[config.mk]
export PLATFORM = sky130hd
export DESIGN_NAME = carrier_acq_ctrl
export DESIGN_NICKNAME = d
export VERILOG_FILES = /design/src/rtl/acq_pkg.sv /design/src/rtl/acq_ctrl.sv /design/src/rtl/acq_datapath.sv /design/src/rtl/carrier_acq_ctrl.sv
export SDC_FILE = /design/constraint.sdc
export NUM_CORES = 1
export LEC_CHECK = 0
export BUFFER_PORTS_ARGS = -buffer_cell sky130_fd_sc_hd__buf_2
export CAP_MARGIN = 20
export CORE_ASPECT_RATIO = 1.25
export CORE_MARGIN = 5
export CORE_UTILIZATION = 50
export CTS_BUF_LIST = sky130_fd_sc_hd__clkbuf_4 sky130_fd_sc_hd__clkbuf_8 sky130_fd_sc_hd__clkbuf_16
export CTS_CLUSTER_SIZE = 14
export DETAILED_ROUTE_END_ITERATION = 8
export GPL_TIMING_DRIVEN = 0
export PLACE_DENSITY_LB_ADDON = 0.12
export SYNTH_ARGS = -nofsm -noshare
export SYNTH_HDL_FRONTEND = slang
export SYNTH_SLANG_ARGS = --single-unit
[constraint.sdc]
create_clock -name clk -period 10.62 [get_ports clk]
set_input_delay 1.593 -clock clk [delete_from_list [all_inputs] [get_ports clk]]
set_output_delay 1.593 -clock clk [all_outputs]
set_load 0.03 [all_outputs]
[src/rtl/acq_pkg.sv]
package acq_pkg;
  typedef enum logic [1:0] {
    MODE_SWEEP  = 2'd0,
    MODE_COARSE = 2'd1,
    MODE_FINE   = 2'd2
  } acqMode_t;

  // Control-to-datapath strobes
  typedef struct packed {
    logic pointNext;   // step to next table entry (wrapping)
    logic pointFirst;  // jump back to entry 0
    logic addCoarse;   // accumulate scaled coarse estimate
    logic addFine;     // accumulate scaled fine estimate
  } acqStrobe_t;
endpackage

[src/rtl/acq_ctrl.sv]
module acq_ctrl
  import acq_pkg::*;
#(
  parameter int EST_W       = 12,
  parameter int DWELL_W     = 16,
  parameter int LOCK_FRAMES = 5
) (
  input  logic                    clk,
  input  logic                    rstN,
  input  logic                    peakTrack,
  input  logic                    frameSync,
  input  logic                    coarseValid,
  input  logic signed [EST_W-1:0] coarseEst,
  input  logic                    fineValid,
  input  logic [DWELL_W-1:0]      cfgDwell,
  input  logic [EST_W-1:0]        cfgFineRange,
  output acqMode_t                mode,
  output acqStrobe_t              strobe,
  output logic                    detRestart
);
  localparam int CNT_W = $clog2(LOCK_FRAMES + 1);

  logic [DWELL_W-1:0] dwellCnt, nextDwell;
  logic [DWELL_W:0]   dwellInc;
  logic [CNT_W-1:0]   inCnt, nextIn;
  acqMode_t           nextMode;
  logic               nextRestart;
  logic signed [EST_W:0] estWide;
  logic [EST_W:0]     estMag;
  logic               inRange;

  assign dwellInc = {1'b0, dwellCnt} + {{DWELL_W{1'b0}}, 1'b1};
  assign estWide  = {coarseEst[EST_W-1], coarseEst};
  assign estMag   = estWide[EST_W] ? $unsigned(-estWide) : $unsigned(estWide);
  assign inRange  = estMag <= {1'b0, cfgFineRange};

  always_comb begin
    strobe      = '0;
    nextMode    = mode;
    nextDwell   = dwellCnt;
    nextIn      = inCnt;
    nextRestart = 1'b0;
    case (mode)
      MODE_SWEEP: begin
        if (frameSync) begin
          nextMode  = MODE_COARSE;
          nextDwell = '0;
          nextIn    = '0;
        end else if (peakTrack) begin
          nextDwell = '0;
        end else if (dwellInc >= {1'b0, cfgDwell}) begin
          strobe.pointNext = 1'b1;
          nextDwell        = '0;
          nextRestart      = 1'b1;
        end else begin
          nextDwell = dwellInc[DWELL_W-1:0];
        end
      end
      MODE_COARSE: begin
        if (!frameSync) begin
          nextMode          = MODE_SWEEP;
          strobe.pointFirst = 1'b1;
          nextRestart       = 1'b1;
          nextIn            = '0;
          nextDwell         = '0;
        end else if (coarseValid) begin
          strobe.addCoarse = 1'b1;
          if (!inRange) begin
            nextIn = '0;
          end else if (inCnt == CNT_W'(LOCK_FRAMES - 1)) begin
            nextMode = MODE_FINE;
            nextIn   = '0;
          end else begin
            nextIn = inCnt + CNT_W'(1);
          end
        end
      end
      MODE_FINE: begin
        if (!frameSync) begin
          nextMode          = MODE_SWEEP;
          strobe.pointFirst = 1'b1;
          nextRestart       = 1'b1;
          nextIn            = '0;
          nextDwell         = '0;
        end else if (fineValid) begin
          strobe.addFine = 1'b1;
        end
      end
      default: nextMode = MODE_SWEEP;
    endcase
  end

  always_ff @(posedge clk) begin
    if (!rstN) begin
      mode       <= MODE_SWEEP;
      dwellCnt   <= '0;
      inCnt      <= '0;
      detRestart <= 1'b0;
    end else begin
      mode       <= nextMode;
      dwellCnt   <= nextDwell;
      inCnt      <= nextIn;
      detRestart <= nextRestart;
    end
  end

  // in-range run counter never reaches the switch count
  a_r8_count_bound: assert property (@(posedge clk) disable iff (!rstN)
    inCnt < CNT_W'(LOCK_FRAMES));
  // entry to fine mode only on a coarse estimate
  a_r8_fine_entry: assert property (@(posedge clk) disable iff (!rstN)
    (mode == MODE_FINE && $past(mode) == MODE_COARSE) |-> $past(coarseValid));
  // restart pulses only occur in sweep mode
  a_r4_restart_sweep: assert property (@(posedge clk) disable iff (!rstN)
    detRestart |-> mode == MODE_SWEEP);
  // tracking modes need frame sync in the previous cycle
  a_r6_needs_sync: assert property (@(posedge clk) disable iff (!rstN)
    (mode != MODE_SWEEP) |-> $past(frameSync));
  // tracking peak holds the entry
  a_r5_hold: assert property (@(posedge clk) disable iff (!rstN)
    (mode == MODE_SWEEP && peakTrack && !frameSync) |=> !detRestart);
endmodule

[src/rtl/acq_datapath.sv]
module acq_datapath
  import acq_pkg::*;
#(
  parameter int FREQ_W  = 16,
  parameter int EST_W   = 12,
  parameter int SHIFT_W = 4,
  parameter int NUM_PTS = 8,
  parameter int STEP    = 1000
) (
  input  logic                     clk,
  input  logic                     rstN,
  input  acqStrobe_t               strobe,
  input  logic signed [EST_W-1:0]  coarseEst,
  input  logic signed [EST_W-1:0]  fineEst,
  input  logic [SHIFT_W-1:0]       cfgShift,
  output logic signed [FREQ_W-1:0] freqWord
);
  localparam int IDX_W = (NUM_PTS > 1) ? $clog2(NUM_PTS) : 1;
  localparam logic signed [FREQ_W-1:0] SAT_MAX = {1'b0, {(FREQ_W-1){1'b1}}};
  localparam logic signed [FREQ_W-1:0] SAT_MIN = {1'b1, {(FREQ_W-1){1'b0}}};

  // Entry k: 0, +S, -S, +2S, -2S, ...
  function automatic logic signed [FREQ_W-1:0] pointVal(input int k);
    int mag;
    mag = ((k + 1) / 2) * STEP;
    return (k % 2 == 1) ? FREQ_W'(mag) : FREQ_W'(-mag);
  endfunction

  logic signed [FREQ_W-1:0] romTab [NUM_PTS];
  for (genvar g = 0; g < NUM_PTS; g++) begin : g_rom
    assign romTab[g] = pointVal(g);
  end

  logic [IDX_W-1:0]         idx, idxNext;
  logic signed [EST_W-1:0]  estSel, shifted;
  logic signed [FREQ_W:0]   sumWide;
  logic signed [FREQ_W-1:0] satSum;
  logic                     doAdd;

  assign doAdd   = strobe.addCoarse | strobe.addFine;
  assign estSel  = strobe.addFine ? fineEst : coarseEst;
  assign shifted = estSel >>> cfgShift;
  assign sumWide = {freqWord[FREQ_W-1], freqWord}
                 + {{(FREQ_W + 1 - EST_W){shifted[EST_W-1]}}, shifted};
  assign idxNext = (idx == IDX_W'(NUM_PTS - 1)) ? '0 : idx + IDX_W'(1);

  always_comb begin
    if (sumWide[FREQ_W] != sumWide[FREQ_W-1])
      satSum = sumWide[FREQ_W] ? SAT_MIN : SAT_MAX;
    else
      satSum = sumWide[FREQ_W-1:0];
  end

  always_ff @(posedge clk) begin
    if (!rstN) begin
      idx      <= '0;
      freqWord <= romTab[0];
    end else if (strobe.pointFirst) begin
      idx      <= '0;
      freqWord <= romTab[0];
    end else if (strobe.pointNext) begin
      idx      <= idxNext;
      freqWord <= romTab[idxNext];
    end else if (doAdd) begin
      freqWord <= satSum;
    end
  end

  // adding a non-negative step to a non-negative word stays non-negative
  a_r10_no_wrap_up: assert property (@(posedge clk) disable iff (!rstN)
    (doAdd && !strobe.pointFirst && !freqWord[FREQ_W-1] && !shifted[EST_W-1])
      |=> !freqWord[FREQ_W-1]);
  // adding a negative step to a negative word stays negative
  a_r10_no_wrap_down: assert property (@(posedge clk) disable iff (!rstN)
    (doAdd && !strobe.pointFirst && freqWord[FREQ_W-1] && shifted[EST_W-1])
      |=> freqWord[FREQ_W-1]);
  // word holds when no strobe is raised
  a_r2_hold: assert property (@(posedge clk) disable iff (!rstN)
    !(doAdd || strobe.pointNext || strobe.pointFirst) |=> $stable(freqWord));
endmodule

[src/rtl/carrier_acq_ctrl.sv]
module carrier_acq_ctrl
  import acq_pkg::*;
#(
  parameter int FREQ_W      = 16,
  parameter int EST_W       = 12,
  parameter int DWELL_W     = 16,
  parameter int SHIFT_W     = 4,
  parameter int NUM_PTS     = 8,
  parameter int STEP        = 1000,
  parameter int LOCK_FRAMES = 5
) (
  input  logic                     clk,
  input  logic                     rstN,
  input  logic                     peakTrack,
  input  logic                     frameSync,
  input  logic                     coarseValid,
  input  logic signed [EST_W-1:0]  coarseEst,
  input  logic                     fineValid,
  input  logic signed [EST_W-1:0]  fineEst,
  input  logic [DWELL_W-1:0]       cfgDwell,
  input  logic [EST_W-1:0]         cfgFineRange,
  input  logic [SHIFT_W-1:0]       cfgShift,
  output logic signed [FREQ_W-1:0] freqWord,
  output logic [1:0]               mode,
  output logic                     detRestart
);
  acqMode_t   modeInt;
  acqStrobe_t strobe;

  acq_ctrl #(.EST_W(EST_W), .DWELL_W(DWELL_W), .LOCK_FRAMES(LOCK_FRAMES)) u_ctrl (
    .clk(clk), .rstN(rstN), .peakTrack(peakTrack), .frameSync(frameSync),
    .coarseValid(coarseValid), .coarseEst(coarseEst), .fineValid(fineValid),
    .cfgDwell(cfgDwell), .cfgFineRange(cfgFineRange),
    .mode(modeInt), .strobe(strobe), .detRestart(detRestart)
  );

  acq_datapath #(.FREQ_W(FREQ_W), .EST_W(EST_W), .SHIFT_W(SHIFT_W),
                 .NUM_PTS(NUM_PTS), .STEP(STEP)) u_dp (
    .clk(clk), .rstN(rstN), .strobe(strobe), .coarseEst(coarseEst),
    .fineEst(fineEst), .cfgShift(cfgShift), .freqWord(freqWord)
  );

  assign mode = modeInt;
endmodule

Yosys cells after proc, flatten, opt, wreduce, memory -nomap -nowiden
Memories as Yosys holds them, arrays and structs flattened.
Index checks and enable logic that the tools add are counted.

word-level totals
  word-level logic and storage cells = 80
  output and inout port bits = 19
  input port bits = 62
  memories kept = 1
  flip-flop bits (word level) = 41
  bits in read-only memories = 128

cells by class
  add/subtract/negate cells = 5
  reduce and logical (&&, ||, !) cells = 9
  equality and inequality tests = 11
  mux-type cells = 41
  magnitude comparators = 3
  bitwise logic cells = 3
  shifts and indexed selects = 1

memory list
  memory            words  bits a word  read ports  clocked after memory_dff  write ports  RTL line            RTL
  (name not given)  8      16           1           0                         0            acq_datapath.sv:63  freqWord <= romTab[idxNext];

operators by type and width
  operator                                                   number
  2-to-1 mux 16 bit                                          10
  case mux 16 bit (2 select lines)                           1
  2-to-1 mux 3 bit                                           7
  adder 16 x 1 -> 17 bit (second input constant)             1
  adder 16 x 12 -> 17 bit                                    1
  greater-or-equal comparator 17 x 16 -> 1 bit               1
  <= comparator 13 x 12 -> 1 bit                             1
  2-to-1 mux 13 bit                                          1
  negator 12 -> 13 bit                                       1
  2-to-1 mux 1 bit                                           12
  2-to-1 mux 12 bit                                          1
  2-to-1 mux 2 bit                                           6
  >>> shifter 12 x 4 -> 12 bit                               1
  case mux 3 bit (3 select lines)                            1
  adder 3 x 1 -> 3 bit (second input constant)               2
  equality test 3 bit (second input constant)                2
  != test 2 bit (second input constant)                      3
  != test 3 x 2 -> 1 bit (second input constant)             2
  case mux 2 bit (3 select lines)                            1
  AND reduction 5 bit                                        1
  greater-or-equal comparator 4 bit (second input constant)  1
  NOT 3 -> 4 bit                                             1
  AND reduction 4 bit                                        1
  nonzero test 2 bit                                         2
  11 further kinds                                           12

Logic depth before layout (Yosys ltp)
Gate-level depths: netlist (run 1).

  word-level depth = 10
  depth in mapped cells = 21
  mapped depth without buffers = 20

Hierarchy
Synthesis (run 1) repeated with hierarchy kept, for this count alone.

second synthesis, totals
  cell total of the unflattened synthesis = 577
  area total of the unflattened synthesis = 4,625.7 um2

by module, submodules not included
  module        seq. area each (um2)  cells an instance  area each (um2)  times used
  acq_datapath  380.4                 298                2,398.6          1
  acq_ctrl      440.4                 279                2,227.1          1

Worst setup path before layout (run 1)
OpenSTA, ideal clock, no wires.

  kind = input-to-reg
  from = input fineValid
  to = register u_dp.freqWord[9]
  setup time = 119 ps
  path buffers = 2
  arrival time = 5,044 ps
  stages = 15
  slack = 5,457 ps
  cells stage by stage = nand3_1 buf_2 mux2i_1 mux2i_1 mux2_2 mux4_2 ha_1 nand2b_1 a211oi_1 or2_4 a2111o_1 mux2_4 buf_6 and2_4 o221a_1

on the way
  longest elaborated chain between the ends = 10
  elaborated cells on any way between the ends = 13
  classes of those cells = 1 x add/sub; 1 x eq/ne; 1 x shift; 8 x mux; 1 x bitwise; 1 x reduce/logical

ends and longest elaborated chain
  item                                                       RTL line                                RTL
  from (decl)                                                carrier_acq_ctrl.sv:18                  input logic fineValid,
  2-to-1 mux 1 bit *                                         acq_ctrl.sv:85                          end else if (fineValid) begin
  2-to-1 mux 1 bit *                                         acq_ctrl.sv:79                          if (!frameSync) begin
  2-to-1 mux 1 bit *                                         acq_ctrl.sv:43                          case (mode)
  2-to-1 mux 12 bit                                          acq_datapath.sv:41                      assign estSel = strobe.addFine ? fineEst : coarseEst;
  >>> shifter 12 x 4 -> 12 bit                               acq_datapath.sv:42                      assign shifted = estSel >>> cfgShift;
  adder 16 x 12 -> 17 bit                                    acq_datapath.sv:44                      + {{(FREQ_W + 1 - EST_W){shifted[EST_W-1]}}, shifted};
  2-to-1 mux 16 bit / != test 1 bit (equally long branches)  acq_datapath.sv:49, acq_datapath.sv:48
  2-to-1 mux 16 bit                                          acq_datapath.sv:48                      if (sumWide[FREQ_W] != sumWide[FREQ_W-1])
  2-to-1 mux 16 bit                                          acq_datapath.sv:64                      end else if (doAdd) begin
  2-to-1 mux 16 bit                                          acq_datapath.sv:61                      end else if (strobe.pointNext) begin
  to (signal assigned)                                       acq_datapath.sv:60                      freqWord <= romTab[0];
  to (signal assigned)                                       acq_datapath.sv:63
  to (signal assigned)                                       acq_datapath.sv:65                      freqWord <= satSum;
  to (decl)                                                  acq_datapath.sv:16                      output logic signed [FREQ_W-1:0] freqWord

Mark *: on every way between the ends. The rest lies on a longest branch, timed or not. The select of a mux whose other input is x is not followed.
A chain may end at the register's enable or synchronous reset.

Final worst setup path (run 1)
  from = input frameSync
  to = register u_dp.freqWord[11]

on the way
  longest elaborated chain between the ends = 9
  elaborated cells on any way between the ends = 19
  classes of those cells = 1 x add/sub; 1 x eq/ne; 1 x shift; 13 x mux; 1 x bitwise; 2 x reduce/logical

ends and longest elaborated chain
  item                                                       RTL line                                RTL
  from (decl)                                                carrier_acq_ctrl.sv:15                  input logic frameSync,
  2-to-1 mux 1 bit                                           acq_ctrl.sv:79
  2-to-1 mux 1 bit                                           acq_ctrl.sv:43
  2-to-1 mux 12 bit                                          acq_datapath.sv:41
  >>> shifter 12 x 4 -> 12 bit                               acq_datapath.sv:42
  adder 16 x 12 -> 17 bit                                    acq_datapath.sv:44
  2-to-1 mux 16 bit / != test 1 bit (equally long branches)  acq_datapath.sv:49, acq_datapath.sv:48
  2-to-1 mux 16 bit                                          acq_datapath.sv:48
  2-to-1 mux 16 bit                                          acq_datapath.sv:64
  2-to-1 mux 16 bit                                          acq_datapath.sv:61

Parallel ways exist; a longest one is shown, timed or not. The select of a mux whose other input is x is not followed.

==> results of run 1 <==
==> cell type report <==
class / count / share of cell area
Tap cell: 123 / 0.0292
Clock inverter: 3 / 0.00332
Multi-Input combinational cell: 463 / 0.660
Sequential cell: 41 / 0.156
Buffer: 22 / 0.0192
Timing Repair Buffer: 78 / 0.0741
Inverter: 49 / 0.0349
Clock buffer: 5 / 0.0237
==> through the flow <==
stage / worst slack, ps / utilization / power [mW] / hold WS (ps) / area (sq um)
2_1_floorplan: 5460 / - / 0.420 / 468 / 4580
3_3_place_gp: 4620 / 0.565 / 0.496 / 487 / 5130
3_5_place_dp: 4530 / 0.565 / 0.503 / 504 / 5130
4_1_cts: 4790 / 0.581 / 0.655 / 518 / 5270
5_1_grt: 4370 / 0.581 / 0.703 / 554 / 5270
6_report: 4850 / 0.581 / 0.651 / 505 / 5270
==> synth_stat cells (9+ instances only) <==
cell type and n:
inv_1 48, nand2_1 34, ha_1 57, mux2_2 13, a211oi_1 15, nand2b_1 13
nand4_1 9, a22oi_1 11, xnor2_1 26, o21ai_0 31, a21oi_1 30, a21o_1 11
nand3_1 19, clkbuf_1 15, nor2_1 52, mux2i_1 30, dfxtp_1 41
==> state kept, by name, summed over array words and instances (netlist names) <==
name               count
u_ctrl.dwellCnt       16
u_dp.idx               3
u_dp.freqWord         16
u_ctrl.mode            2
u_ctrl.detRestart      1
u_ctrl.inCnt           3
==> where the power goes <==
group	total [mW]	internal (mW)	switching, mW
Combinational	0.320	0.129	0.191
Sequential	0.182	0.167	0.0146
Clock	0.150	0.0862	0.0635
==> layer usage <==
metal  track usage  routed length, um  up-vias
met4        0.0531                144        0
li1              -                  -     2277
met3        0.0237                356       13
met5             0                  0        -
met2         0.382               6070       81
met1         0.252               5150     2073
==> cells by family (layout without fill, tap and decap cells) <==
family,after synthesis,count (layout)
compound gates,152,152
xor+xnor,32,32
fa+ha+maj,58,58
buf+inv,71,157
flops,41,41
mux,47,47
simple gates,174,174
==> worst paths after layout <==
| check | from | to | cells past startpoint |
|---|---|---|---|
| worst max-delay path | frameSync | u_dp.freqWord[11]$_SDFFE_PP0P_ | 19 |
| worst min-delay path | u_dp.idx[2]$_SDFFE_PP0P_ | u_dp.idx[2]$_SDFFE_PP0P_ | 2 |
| worst max register to register | u_ctrl.mode[0]$_SDFFE_PN0P_ | u_dp.freqWord[11]$_SDFFE_PP0P_ | 20 |
| worst min register to register | u_dp.idx[2]$_SDFFE_PP0P_ | u_dp.idx[2]$_SDFFE_PP0P_ | 2 |
==> critical path, delay by kind of cell <==
kind	cells	cell delay [ps]
compound gates	5	1290
simple gates	5	990
mux	3	900
buf+inv	4	620
fa+ha+maj	2	560
==> results.cfg, run 1 <==
[route]
drt_first_iter_violations = 183
wl_per_cell_um = 15.0
drt_first_pass_iters = 4
via_per_inst = 5.67
drt_wl_total_um = 11700
drc_errors = 0
antenna_left = 0
via_count = 4444

[grt]
grt_max_degree = 14
grt_pass1_vias = 4153
antenna_found_initial = 0
gr-usage-all-layers = 0.207
grt_pass1_wl_um = 18700
grt-ovfl-total = 0

[critical_path]
cp_slowest_cell = o2bb2ai_1
critical_path.cell_chain = buf_2 > nand3_1 > mux2i_1 > inv_1 > nand2_1 > o21ai_0 > mux2i_1 > mux4_2 > inv_1 > ha_1 > inv_1 > fa_1 > nand2b_1 > a211oi_1 > or2_4 > a221oi_1 > o2bb2ai_1 > nor2_1 > a211oi_1
critPathMaxStageDelay_ps = 550
arrival_ps = 5970
worst_setup_path_end_kind = flip-flop
cp.required_ps = 10810
path_max_fanout = 11
critical_path_class = input port to flip-flop
path_common_cell = inv_1
worstSetupStartpointType = input port
r2r_setup_slack_ps = 5480

[clocking]
clock_sinks = 41
ctsHoldBuffers = 0
clock_latency_ps = 290
cts_tree = done
cts_setup_buffers = 0
cts_resized = 0
clock_path_buffers = 2
cts_buffers = 5
htree_levels = 2
cts_root_buf = clkbuf_16
path_clk_slew_ps = 60

[layout]
layout-drive-gt1-share = 0.186
fillers = 902
antenna_cells = 0
area_delta_synth_final_pct = 15.0
seq_area_sq_um = 821
fin_nets = 780
final_cell_mix = 81 x buf_2, 57 x ha_1, 52 x nor2_1
multi_input_area_sq_um = 3480
layout_commonest_cell = buf_2
fin_cells = 784

[synthesis]
yosysSeqAreaShare = 0.179
syn_avg_cell_area_sq_um = 7.97
synth_top_family_by_area = compound AO/OA/AOI/OAI gates
netlist_top_cells_area = dfxtp_1 18%, ha_1 16%, mux2i_1 6.6%
syn-num-nets = 695
synthAdderAreaFrac = 0.160
synth-main-ff-cell = dfxtp_1
synth-simple-area-share = 0.191
yosys_warnings = 0
async_flop_share = 0
yosys.area.top_type_share = 0.179
synth_enable_flop_cells = 0
synth_cell_types = 68
synth_cells = 575
synth_compound_area_frac = 0.231
synth_area_sq_um = 4580
yosys.area.top_type = dfxtp_1
synthMuxAreaShare = 0.115
ys_ff_latch = 41
synthXorXnorAreaFrac = 0.0612

[sta]
slew_violations = 0
hold_viol = 0
setup_viol = 0
worst_slew_pin_slew_ps = 744
max_slew_margin = 0.504
rsz0062_at_grt = no
finalClockSkew_ps = 7.81
min_period_ps = 5770
finalSetupTns_ps = 0
finalCritPeriodShare = 0.544
timing.fmax_mhz = 173

[min_path]
hold_class = flip-flop to flip-flop

[floorplan]
ios = 81
start_util = 0.505
dieArea_sq_um = 11200
fp-row-count = 39
core-area_sq_um = 9080
die_x_um = 95.6
fp.dieH_um = 117

[power_and_ir_drop]
leakagePower_nw = 2.61
powerDensity_nw_per_um2 = 124
peakVddDrop_mv = 0.0721

[placement]
hpwlAfterDp_um = 9660
gp_congestion = 0.903
portBuffers = 78
place_inst = 776

[outcome]
outcome = finished, final reports clean

[flow_run]
drv_cap = 0
(Power assumes the default switching activity.)
==> run 2: changes to the inputs <==
==> constraint.sdc (replaced) <==
create_clock -name clk -period 5 [get_ports clk]
set_input_delay 0.75 -clock clk [delete_from_list [all_inputs] [get_ports clk]]
set_output_delay 0.75 -clock clk [all_outputs]
set_load 0.03 [all_outputs]
==> run 2 against run 1 <==
  * Worst hold slack hardly changed
  * Largest power group unchanged
  * Utilization is 0.52 points higher
  * Sequential power is 110% higher
  * Global-route usage hardly changed
  * Critical endpoint is now u_dp.freqWord[9]$_SDFFE_PP0P_
==> results.cfg, run 2 (synthesized netlist as in run 1, its figures left out) <==
[outcome]
outcome = finished, final reports clean

[sta]
finalCritPeriodShare = 0.955
worst_slew_pin_slew_ps = 738
timing.fmax_mhz = 209
slew_violations = 0
final.setup.worst_slack_ps = 223
rsz0062_at_grt = no
finalClockSkew_ps = 7.45
hold_viol = 0
min_period_ps = 4780
setup_viol = 0
max_slew_margin = 0.508

[critical_path]
cp.required_ps = 5170
arrival_ps = 4950
path_max_fanout = 10
r2r_end = u_dp.freqWord[9]$_SDFFE_PP0P_
crit_path_end = u_dp.freqWord[9]$_SDFFE_PP0P_
worst_setup_path_end_kind = flip-flop
worstSetupStartpointType = flip-flop
critical_path_class = flip-flop to flip-flop
cp-startpoint = u_ctrl.mode[0]$_SDFFE_PN0P_
ff2ff_path_depth = 18
r2r_setup_slack_ps = 220
crit-reg2reg-launch = u_ctrl.mode[0]$_SDFFE_PN0P_

[clocking]
cts_tree = done
ctsHoldBuffers = 0
htree_levels = 2
clock_latency_ps = 290
cts_root_buf = clkbuf_16
clock_sinks = 41
clock_path_buffers = 2
cts_buffers = 5
path_clk_slew_ps = 60

[layout]
fin_nets = 784
layout_commonest_cell = buf_2
final_cell_mix = 80 x buf_2, 57 x ha_1, 52 x nor2_1
utilization = 0.586
area_delta_synth_final_pct = 16.0
layout-drive-gt1-share = 0.197
antenna_cells = 0
top_regs = u_ctrl.dwellCnt x16, u_dp.freqWord x16

[route]
antenna_left = 0
drt_first_iter_violations = 204
wl_per_cell_um = 15.0
drt_wl_total_um = 11800
via_per_inst = 5.67
via_count = 4468
drc_errors = 0
drt_first_pass_iters = 4

[placement]
portBuffers = 78
hpwlAfterDp_um = 9660
gp_congestion = 0.903
preCtsSetupSlack_ps = -245

[floorplan]
ios = 81
fp-row-count = 39
die_x_um = 95.6
dieArea_sq_um = 11200
start_util = 0.505
fp.dieH_um = 117
core-area_sq_um = 9080

[grt]
antenna_found_initial = 0
grt_pass1_vias = 4162
grt_pass1_wl_um = 18700
gr-usage-all-layers = 0.207
grt-ovfl-total = 0
grt_max_degree = 14

[min_path]
hold_depth = 2
hold_class = flip-flop to flip-flop

[power_and_ir_drop]
leakagePower_nw = 2.62
peakVddDrop_mv = 0.153
powerDensity_nw_per_um2 = 263
finalPower_mw = 1.40

[flow_run]
drv_cap = 0
==> run 2: cell types whose count changed in the layout (fill, tap and decap cells not counted) <==
cell and delta:
buf_4 +4, buf_2 -1, clkbuf_4 +1, inv_1 -1, inv_2 +1, mux2i_1 -1
mux2i_2 +1, nand3_1 -1, nand3_2 +1, o2bb2ai_1 -1, o2bb2ai_2 +1
==> run 2: repair_timing <==
action,in CTS,in global routing
pin swaps,0,1
setup buffers,0,4
resized for setup,1,4
setup endpoints to repair,14,15
==> run 2: worst min-delay path by stage <==
stage | start | slack, ps | to
2_1_floorplan | u_dp.idx[1]$_SDFFE_PP0P_ | 470 | u_dp.idx[1]$_SDFFE_PP0P_
3_3_place_gp | u_dp.idx[1]$_SDFFE_PP0P_ | 490 | u_dp.idx[1]$_SDFFE_PP0P_
3_5_place_dp | u_dp.idx[2]$_SDFFE_PP0P_ | 500 | u_dp.idx[2]$_SDFFE_PP0P_
4_1_cts | u_dp.idx[2]$_SDFFE_PP0P_ | 520 | u_dp.idx[2]$_SDFFE_PP0P_
5_1_grt | u_dp.freqWord[0]$_SDFFE_PP0P_ | 550 | u_dp.freqWord[0]$_SDFFE_PP0P_
6_report | u_dp.idx[2]$_SDFFE_PP0P_ | 510 | u_dp.idx[2]$_SDFFE_PP0P_
==> run 2: through the flow <==
stage / TNS (ps) / cells / hold WS (ps) / area [sq um]
final: 0 / 788 / 505 / 5320
after global routing: 0 / 788 / 554 / 5320
after CTS: 0 / 784 / 518 / 5280
after detailed placement: -2310 / 776 / 504 / 5130
after global placement: -901 / 776 / 487 / 5130
after floorplan: 0 / 575 / 468 / 4580
==> run 2: cell type report <==
| class | count | area, sq um |
|---|---|---|
| well taps | 123 | 154 |
| plain buffers | 22 | 104 |
| clock inverters | 3 | 17.5 |
| fillers | 900 | 3760 |
| clock buffers | 5 | 125 |
| repair buffers | 82 | 420 |
| inverters | 49 | 184 |
| multi-input cells | 463 | 3490 |
| flip-flops and latches | 41 | 821 |
==> run 2: report_power, final <==
| group | internal, mW | switching (mW) |
|---|---|---|
| Sequential | 0.355 | 0.0312 |
| Clock | 0.183 | 0.135 |
| Combinational | 0.280 | 0.412 |
==> run 2: routing by layer <==
layer | vias up | global-route usage | part of all wire
met4 | 0 | 0.0531 | 0.012
li1 | 2289 | - | -
met2 | 85 | 0.383 | 0.52
met5 | - | 0 | 0
met3 | 10 | 0.0237 | 0.034
met1 | 2084 | 0.252 | 0.43
==> run 2: critical path, cell delays in order, from the launching register on <==
cell      delay, ps
dfxtp_1         440
inv_1            90
ha_1            280
nand3_2         180
clkbuf_4        260
mux2i_1         360
mux2i_1         160
mux2i_1         250
mux2_2          200
o21ai_0         100
ha_1            370
a21o_1          200
a32o_1          270
or2_4           260
a2111o_1        440
mux2_4          290
buf_6           150
and2_4          130
o221a_1         220
==> run 3: changes to the inputs <==
--- a/config.mk
+++ b/config.mk
@@ -15,6 +15,7 @@
 export DETAILED_ROUTE_END_ITERATION = 8
 export GPL_TIMING_DRIVEN = 0
 export PLACE_DENSITY_LB_ADDON = 0.12
+export REMOVE_ABC_BUFFERS = 1
 export SYNTH_ARGS = -nofsm -noshare
 export SYNTH_HDL_FRONTEND = slang
 export SYNTH_SLANG_ARGS = --single-unit
==> run 3 against run 2 <==
  * First-iteration DRC count is 32% lower
  * Combinational power fell by 2%
  * Clock-buffer cell count increased by 3
  * Largest cell class unchanged
  * Power decreased by 1.3%
==> results.cfg, run 3 (synthesized netlist as in run 1, its figures left out) <==
[layout]
fin_cells = 766
layout-drive-gt1-share = 0.196
antenna_cells = 0
layout_commonest_cell = buf_2
utilization = 0.576
area_delta_synth_final_pct = 14.0
top_regs = u_ctrl.dwellCnt x16, u_dp.freqWord x16
fillers = 897
fin_nets = 762
final_cell_mix = 80 x buf_2, 57 x ha_1, 51 x nor2_1

[sta]
hold_viol = 0
holdWs_ps = 502
setup_viol = 0
max_slew_margin = 0.528
worst_slew_pin_slew_ps = 708
finalCritPeriodShare = 0.938
rsz0062_at_grt = no
finalClockSkew_ps = 2.91
slew_violations = 0
timing.fmax_mhz = 213
min_period_ps = 4690

[route]
via_per_inst = 5.70
drc_errors = 0
wl_per_cell_um = 14.6
drt_first_pass_iters = 4
drt_wl_total_um = 11200
antenna_left = 0
via_count = 4370
drt_first_iter_violations = 138

[floorplan]
dieArea_sq_um = 11200
die_x_um = 95.6
fp.dieH_um = 117
start_util = 0.505
core-area_sq_um = 9080
ios = 81
fp-row-count = 39

[critical_path]
path_max_fanout = 14
crit-reg2reg-launch = u_ctrl.mode[0]$_SDFFE_PN0P_
worst_setup_path_end_kind = flip-flop
arrival_ps = 4860
critical_path_class = flip-flop to flip-flop
cp.required_ps = 5170
worstSetupStartpointType = flip-flop
ff2ff_path_depth = 20
r2r_end = u_dp.freqWord[8]$_SDFFE_PP0P_
r2r_setup_slack_ps = 310

[min_path]
hold_depth = 2
min_to = u_dp.idx[2]$_SDFFE_PP0P_
hold_class = flip-flop to flip-flop
worstHoldStart = u_dp.idx[2]$_SDFFE_PP0P_

[grt]
grt_max_degree = 23
grt_pass1_wl_um = 19000
antenna_found_initial = 0
gr-usage-all-layers = 0.205
grt_pass1_vias = 4322
grt-ovfl-total = 0

[clocking]
ctsHoldBuffers = 0
path_clk_slew_ps = 50
cts_tree = done
clock_sinks = 41
htree_levels = 2
cts_root_buf = clkbuf_16
clock_latency_ps = 280
clock_path_buffers = 2
cts_buffers = 5

[placement]
portBuffers = 80
hpwlAfterDp_um = 9140
gp_congestion = 0.875
place_inst = 756

[power_and_ir_drop]
leakagePower_nw = 2.58
peakVddDrop_mv = 0.136
powerDensity_nw_per_um2 = 264

[flow_run]
drv_cap = 0

[outcome]
outcome = finished, final reports clean
==> run 3: cell types whose count changed in the layout (fill, tap and decap cells not counted), sizes merged <==
| cell | before | now |
|---|---|---|
| clkbuf | 21 | 8 |
| clkinv | 3 | 1 |
| buf | 88 | 82 |
| clkinvlp | 1 | 0 |
==> run 3: area by class of cell <==
type	instances	area (sq um)	area share
repair buffers	82	415	0.0795
flip-flops and latches	41	821	0.157
multi-input cells	463	3500	0.670
clock buffers	8	148	0.0283
inverters	49	184	0.0352
well taps	123	154	0.0295
==> run 3: metrics by stage <==
step	instance area (sq um)	TNS [ps]	worst slack [ps]	total power, mW
after floorplan	4480	0	319	0.876
after global placement	5040	-8600	-674	1.04
after detailed placement	5040	-10020	-760	1.05
after CTS	5190	0	116	1.38
after global routing	5220	0	3.20	1.49
final	5220	0	310	1.38
==> run 3: metal layers <==
metal | track usage | vias to the layer above | share of wire
met2 | 0.385 | 84 | 0.51
met4 | 0.0427 | 0 | 0.012
met1 | 0.250 | 2032 | 0.45
met5 | 0 | - | 0
li1 | - | 2244 | -
met3 | 0.0237 | 10 | 0.032
==> run 3: how the worst max path moves through the flow <==
stage | cells past startpoint | end | start
after floorplan | 17 | u_dp.freqWord[2]$_SDFFE_PP0P_ | u_ctrl.mode[1]$_SDFFE_PN0P_
after global placement | 19 | u_dp.freqWord[2]$_SDFFE_PP0P_ | frameSync
after detailed placement | 19 | u_dp.freqWord[6]$_SDFFE_PP0P_ | frameSync
after CTS | 20 | u_dp.freqWord[6]$_SDFFE_PP0P_ | u_ctrl.mode[0]$_SDFFE_PN0P_
after global routing | 20 | u_dp.freqWord[8]$_SDFFE_PP0P_ | u_ctrl.mode[0]$_SDFFE_PN0P_
final | 20 | u_dp.freqWord[8]$_SDFFE_PP0P_ | u_ctrl.mode[0]$_SDFFE_PN0P_
==> run 3: what timing repair did <==
action                     in CTS  in global routing
setup endpoints to repair      15                 15
setup buffers                   0                  2
pin swaps                       0                  1
gates resized for setup         3                  3
==> run 3: where the power goes <==
part / switching [mW] / total (mW) / internal, mW
logic: 0.405 / 0.676 / 0.271
clock network: 0.115 / 0.317 / 0.202
registers: 0.0300 / 0.385 / 0.355
==> run 3: worst max-delay path, cell delays in order, from the launching register on <==
cell and delay [ps]:
dfxtp_1 420, inv_1 100, ha_1 300, nand3_4 260, mux2i_2 340, inv_2 180, nand2_1 90, o21ai_0 70
mux2i_1 260, mux4_2 280, inv_1 40, ha_1 200, inv_1 80, fa_1 170, nand2b_1 180, a211oi_1 120
or2_4 290, a2111o_1 440, mux2_4 340, nor3b_1 160, o221a_2 240
